## src/rtl/brk_pkg.sv

```systemverilog
package brk_pkg;
  localparam int COND_W = 8;
  localparam logic [1:0] SEL_ADDR_HI = 2'd0;
  localparam logic [1:0] SEL_ADDR_LO = 2'd1;
  localparam logic [1:0] SEL_COND    = 2'd2;
  localparam logic [1:0] SEL_CTRL    = 2'd3;
  localparam int CTRL_IE_BIT  = 0;
  localparam int CTRL_CLR_BIT = 1;

  typedef struct packed {
    logic [1:0] master;
    logic [1:0] kind;
    logic [1:0] dir;
    logic [1:0] size;
  } cond_t;

  // A two-bit selector: bit 0 admits the first choice, bit 1 the second.
  function automatic logic sel_ok(input logic [1:0] sel, input logic is_second);
    return is_second ? sel[1] : sel[0];
  endfunction

  function automatic logic size_ok(input logic [1:0] sel, input logic [1:0] sz);
    return (sel == 2'b00) || (sel == sz);
  endfunction

  function automatic logic qual_match(input cond_t c, input logic dma,
                                      input logic fetch, input logic wr,
                                      input logic [1:0] sz);
    return sel_ok(c.master, dma) && sel_ok(c.kind, !fetch) &&
           sel_ok(c.dir, wr) && size_ok(c.size, sz);
  endfunction
endpackage

```

## src/rtl/brk_cfg_regs.sv

```systemverilog
module brk_cfg_regs
  import brk_pkg::*;
#(
  parameter int ADDR_W = 32
) (
  input  logic                clk,
  input  logic                rst_n,
  input  logic                wr_en,
  input  logic [1:0]          wr_sel,
  input  logic [ADDR_W/2-1:0] wr_data,
  output logic [ADDR_W-1:0]   brk_addr,
  output cond_t               cond_q,
  output logic                ie_q,
  output logic                clr_pulse
);
  localparam int HALF_W = ADDR_W / 2;
  localparam int NHALF  = 2;

  for (genvar h = 0; h < NHALF; h++) begin : g_half
    localparam logic [1:0] MY_SEL = (h == 0) ? SEL_ADDR_HI : SEL_ADDR_LO;
    logic [HALF_W-1:0] half_q;
    always_ff @(posedge clk or negedge rst_n) begin
      if (!rst_n) half_q <= '0;
      else if (wr_en && wr_sel == MY_SEL) half_q <= wr_data;
    end
    assign brk_addr[(NHALF-1-h)*HALF_W +: HALF_W] = half_q;
  end

  always_ff @(posedge clk or negedge rst_n) begin
    if (!rst_n) begin
      cond_q <= '0;
      ie_q   <= 1'b0;
    end else if (wr_en) begin
      if (wr_sel == SEL_COND) cond_q <= cond_t'(wr_data[COND_W-1:0]);
      if (wr_sel == SEL_CTRL) ie_q   <= wr_data[CTRL_IE_BIT];
    end
  end

  assign clr_pulse = wr_en && (wr_sel == SEL_CTRL) && wr_data[CTRL_CLR_BIT];
endmodule

```

## src/rtl/brk_cond_match.sv

```systemverilog
module brk_cond_match
  import brk_pkg::*;
#(
  parameter int ADDR_W = 32
) (
  input  logic              bus_valid,
  input  logic [ADDR_W-1:0] bus_addr,
  input  logic              bus_dma,
  input  logic              bus_fetch,
  input  logic              bus_write,
  input  logic [1:0]        bus_size,
  input  logic [ADDR_W-1:0] brk_addr,
  input  cond_t             cond,
  input  logic              ie,
  output logic              addr_eq,
  output logic              qual_ok,
  output logic              hit
);
  assign addr_eq = (bus_addr == brk_addr);
  assign qual_ok = qual_match(cond, bus_dma, bus_fetch, bus_write, bus_size);
  assign hit     = bus_valid && ie && addr_eq && qual_ok;
endmodule

```

## src/rtl/brk_event_latch.sv

```systemverilog
module brk_event_latch #(
  parameter int ADDR_W = 32
) (
  input  logic              clk,
  input  logic              rst_n,
  input  logic              hit,
  input  logic              is_fetch,
  input  logic [ADDR_W-1:0] bus_addr,
  input  logic [ADDR_W-1:0] next_pc,
  input  logic              clr,
  output logic              flag_q,
  output logic [ADDR_W-1:0] pc_q,
  output logic              tag_q
);
  always_ff @(posedge clk or negedge rst_n) begin
    if (!rst_n) begin
      flag_q <= 1'b0;
      pc_q   <= '0;
      tag_q  <= 1'b0;
    end else begin
      tag_q <= hit && is_fetch;
      if (clr) begin
        flag_q <= 1'b0;
      end else if (hit && !flag_q) begin
        flag_q <= 1'b1;
        pc_q   <= is_fetch ? bus_addr : next_pc;
      end
    end
  end
endmodule

```

## src/rtl/brk_matcher.sv

```systemverilog
module brk_matcher
  import brk_pkg::*;
#(
  parameter int ADDR_W = 32
) (
  input  logic                clk,
  input  logic                rst_n,
  input  logic                cfg_wr,
  input  logic [1:0]          cfg_sel,
  input  logic [ADDR_W/2-1:0] cfg_wdata,
  input  logic                bus_valid,
  input  logic [ADDR_W-1:0]   bus_addr,
  input  logic                bus_dma,
  input  logic                bus_fetch,
  input  logic                bus_write,
  input  logic [1:0]          bus_size,
  input  logic [ADDR_W-1:0]   next_pc,
  input  logic                cpu_accept,
  input  logic                addr_err,
  output logic                fetch_tag,
  output logic                brk_flag,
  output logic [ADDR_W-1:0]   saved_pc,
  output logic                brk_req,
  output logic                brk_take
);
  logic [ADDR_W-1:0] brk_addr;
  cond_t             cond_q;
  logic              ie_q;
  logic              clr_pulse;
  logic              addr_eq;
  logic              qual_ok;
  logic              hit;

  brk_cfg_regs #(.ADDR_W(ADDR_W)) u_regs (
    .clk(clk), .rst_n(rst_n), .wr_en(cfg_wr), .wr_sel(cfg_sel),
    .wr_data(cfg_wdata), .brk_addr(brk_addr), .cond_q(cond_q),
    .ie_q(ie_q), .clr_pulse(clr_pulse)
  );

  brk_cond_match #(.ADDR_W(ADDR_W)) u_match (
    .bus_valid(bus_valid), .bus_addr(bus_addr), .bus_dma(bus_dma),
    .bus_fetch(bus_fetch), .bus_write(bus_write), .bus_size(bus_size),
    .brk_addr(brk_addr), .cond(cond_q), .ie(ie_q),
    .addr_eq(addr_eq), .qual_ok(qual_ok), .hit(hit)
  );

  brk_event_latch #(.ADDR_W(ADDR_W)) u_evt (
    .clk(clk), .rst_n(rst_n), .hit(hit), .is_fetch(bus_fetch),
    .bus_addr(bus_addr), .next_pc(next_pc), .clr(clr_pulse),
    .flag_q(brk_flag), .pc_q(saved_pc), .tag_q(fetch_tag)
  );

  assign brk_req  = brk_flag && ie_q;
  assign brk_take = brk_req && cpu_accept && !addr_err;
endmodule

```

## config.mk

```make
export PLATFORM = sky130hd
export DESIGN_NAME = brk_matcher
export DESIGN_NICKNAME = d
export VERILOG_FILES = /design/src/rtl/brk_pkg.sv /design/src/rtl/brk_cfg_regs.sv /design/src/rtl/brk_cond_match.sv /design/src/rtl/brk_event_latch.sv /design/src/rtl/brk_matcher.sv
export SDC_FILE = /design/constraint.sdc
export NUM_CORES = 1
export LEC_CHECK = 0
export BUFFER_PORTS_ARGS = -buffer_cell sky130_fd_sc_hd__buf_4
export CORE_MARGIN = 2
export CORE_UTILIZATION = 40
export DETAILED_ROUTE_END_ITERATION = 6
export PLACE_DENSITY = 0.66
export SYNTH_ARGS = -nofsm -noshare
export SYNTH_HDL_FRONTEND = slang
export SYNTH_SLANG_ARGS = --single-unit
```

## constraint.sdc

```tcl
create_clock -name clk -period 4.4 [get_ports clk]
set_clock_uncertainty 0.15 [all_clocks]
set_input_delay 0.22 -clock clk [delete_from_list [all_inputs] [get_ports clk]]
set_output_delay 0.22 -clock clk [all_outputs]
set_load 0.1 [all_outputs]
```

==> impl_metrics.yaml <==
power_and_ir_drop:
  p_clk_frac: 0.368
  peakVddDrop_uv: 154
  leakage_nw: 2.48
  p_switching_w: 0.000406
  combPwrFrac: 0.164
  p_sw_frac: 0.236
  p_int_w: 0.00132
  power_frac_seq: 0.468
  power_density_nw_per_um2: 337
clock_tree:
  tritoncts: "done"
  numCtsBuffers: 9
  clk_latency_ns: 0.35
  path_clk_slew_ns: 0.08
  clk_path_buf_depth: 2
  cts_root_buf: "clkbuf_8"
  cts_setup_buffers: 0
  h-tree-depth: 3
  cts.sinks: 75
logic_synthesis:
  synth_edf_count: 0
  ys_ff_latch: 75
  avgSynthCellArea_sq_um: 14.3
  syn-num-nets: 346
  synthFlopType: "dfrtp_1"
  syn_area_sq_um: 3620
  synth_largest_area_cell: "dfrtp_1"
  synth_top_area_share: 0.518
  ys_top_cells_by_area: "dfrtp_1, mux2_2, xor2_1, nor4_1, buf_6"
  ys_seq_area_frac: 0.518
  synth_cell_types: 24
  yosysWarnings: 0
  postSynth.asyncResetShare: 1.00
  synthCells: 253
place:
  place_congestion: 0.727
  dp_hpwl_mm: 6.33
  dp_cells: 483
  portBuffers: 128
worst_setup_path:
  critPathTopFamily: "simple AND/OR/NAND/NOR gates"
  cp_slowest_stage_delay_ns: 0.51
  critPathKind: "register to register"
  crit_start: "u_regs.g_half[0].half_q[6]"
  arrival_ns: 2.70
  cp_slowest_cell: "or4_1"
  critPathMaxFanout: 17
  cp_num_buf_inv: 1
  start_kind: "register"
  cp.required_ns: 4.49
  rr_startpoint: "u_regs.g_half[0].half_q[6]"
  crit_chain: "xor2_1, or4_1, a221o_1, nor4_4, buf_4, mux2_2"
  crit_path_end_kind: "register"
timing:
  fin_tns_setup_ns: 0
  worst_slew_pin_slew_ns: 0.983
  fmax_mhz: 383
  layout_min_cycle_time_ns: 2.61
  fin_crit_sh: 0.593
  hold_viol: 0
  drv_slew: 0
  setup_viol: 0
  rsz0062_at_grt: "no"
  relSlewSlack: 0.343
routing:
  viasPerCell: 4.93
  drc: 0
  drt_first_pass_iters: 3
  drt_iter0_drc: 39
  vias: 2543
  antenna_left: 0
  wl_mm: 8.67
  wl_per_cell_um: 16.8
final_layout:
  n_fill_cell: 758
  antenna_cells: 0
  drive_above_1_share: 0.620
  area_delta_synth_final_pct: 40.9
  layout.nets: 496
  final_cells: 516
global_routing:
  grt_max_degree: 76
  grt_pass1_wl_mm: 13.8
  grt_usage: 0.181
  antenna_found_initial: 0
  grt_overflow_total: 0
  grt_pass1_vias: 2711
status:
  status: "completed"
floorplan:
  ioPinCount: 129
  fp.dieH_um: 99.2
  initial_utilization: 0.413
  rows: 34
  core_area_sq_um: 8760
  dieWidth_um: 99.2
  dieArea_sq_um: 9840
job:
  cap_viol_max_count: 0
worst_hold_path:
  min_from: "next_pc[0]"
  hold_path.class: "input port to register"
-- power groups by stage --
stage	registers (W)	clock network (W)	logic (W)
after CTS	0.000806	0.000652	0.000288
after global placement	0.000816	0	0.000270
after floorplan	0.000808	0	0.000153
after detailed placement	0.000820	0	0.000274
after global routing	0.000815	0.000677	0.000310
final	0.000805	0.000634	0.000283
-- cells by family after synthesis --
kind of cell | count (synthesis) | synth area share
AO/OA/AOI/OAI | 4 | 0.00760
XOR/XNOR | 32 | 0.0773
AND/OR/NAND/NOR | 23 | 0.0445
multiplexers | 108 | 0.335
buffers and inverters | 11 | 0.0180
flip-flops | 75 | 0.518
-- cells in the final DEF (no fill, tap or decap), drive strengths merged, types with 2 or more instances in the layout --
cell type | netlist | routed
dlygate4sd3 | 0 | 17
o21ai | 2 | 2
nand4 | 3 | 3
mux2 | 105 | 105
and2 | 2 | 2
bufinv | 0 | 2
xor2 | 32 | 32
buf | 4 | 131
dfrtp | 75 | 75
inv | 2 | 2
nor4 | 9 | 9
mux2i | 3 | 3
clkbuf | 5 | 13
nand3b | 2 | 2
-- worst register-to-register path: cells and delay by family, from the launching register on --
family / cells / cell delay (ns)
compound gates: 1 / 0.33
xor+xnor: 1 / 0.16
buf+inv: 1 / 0.30
flops: 1 / 0.39
mux: 1 / 0.38
simple gates: 2 / 0.80
-- what timing repair did --
item | in CTS | in global routing
hold buffers | 17 | 0
hold endpoints to repair | 115 | 0
resized for setup | 0 | 0
-- stage by stage --
stage	setup slack (ns)	utilization	area (sq um)	hold WS [ns]	total power, W
after floorplan	1.30	-	3620	-0.226	0.000961
after global placement	1.83	0.535	4690	0.283	0.00109
after detailed placement	1.78	0.535	4690	0.287	0.00109
after CTS	1.78	0.583	5110	0.0562	0.00175
after global routing	1.70	0.583	5110	0.0700	0.00180
final	1.79	0.583	5110	0.0733	0.00172
-- cell type report --
class,count,area (sq um),share of cell area
sequential,75,1880,0.368
multi-input combinational,167,1690,0.330
timing repair buffer,148,1150,0.226
clock buffer,13,179,0.0350
tap,108,135,0.0265
clock inverter,3,67.6,0.0132
inverter,2,7.51,0.00147
-- worst paths after layout --
| kind | cells after the start | to | slack, ns |
|---|---|---|---|
| worst min register to register | 1 | u_evt.pc_q[6] | 0.34 |
| worst min-delay path | 3 | u_evt.pc_q[0] | 0.07 |
| worst max register to register | 6 | u_evt.pc_q[31] | 1.79 |
| min in group asynchronous | 2 | u_regs.cond_q[2] | 0.38 |
| worst max-delay path | 6 | u_evt.pc_q[31] | 1.79 |
| max in group asynchronous | 2 | u_evt.pc_q[14] | 3.07 |
-- flip-flops by register name, indices dropped and copies added, names as in the netlist --
name	cells
u_regs.cond_q	8
u_regs.ie_q	1
u_evt.tag_q	1
u_evt.pc_q	32
u_regs.g_half.half_q	32
u_evt.flag_q	1
-- per-layer routing --
metal	wire length, um	GRT usage	up-vias	share of wire
met5	0	0	-	0
met4	161	0.0516	0	0.019
met3	637	0.0604	14	0.073
met2	4130	0.297	90	0.48
met1	3740	0.229	1229	0.43
li1	-	-	1210	-
-- synth_stat cells (2+ instances only) --
library cell / instances
and2_1: 2
buf_6: 3
clkbuf_1: 5
dfrtp_1: 75
inv_1: 2
mux2_2: 104
mux2i_1: 3
nand3b_1: 2
nand4_1: 3
nor4_1: 8
o21ai_0: 2
xor2_1: 32
No activity file was read; power rests on OpenSTA's default activity.
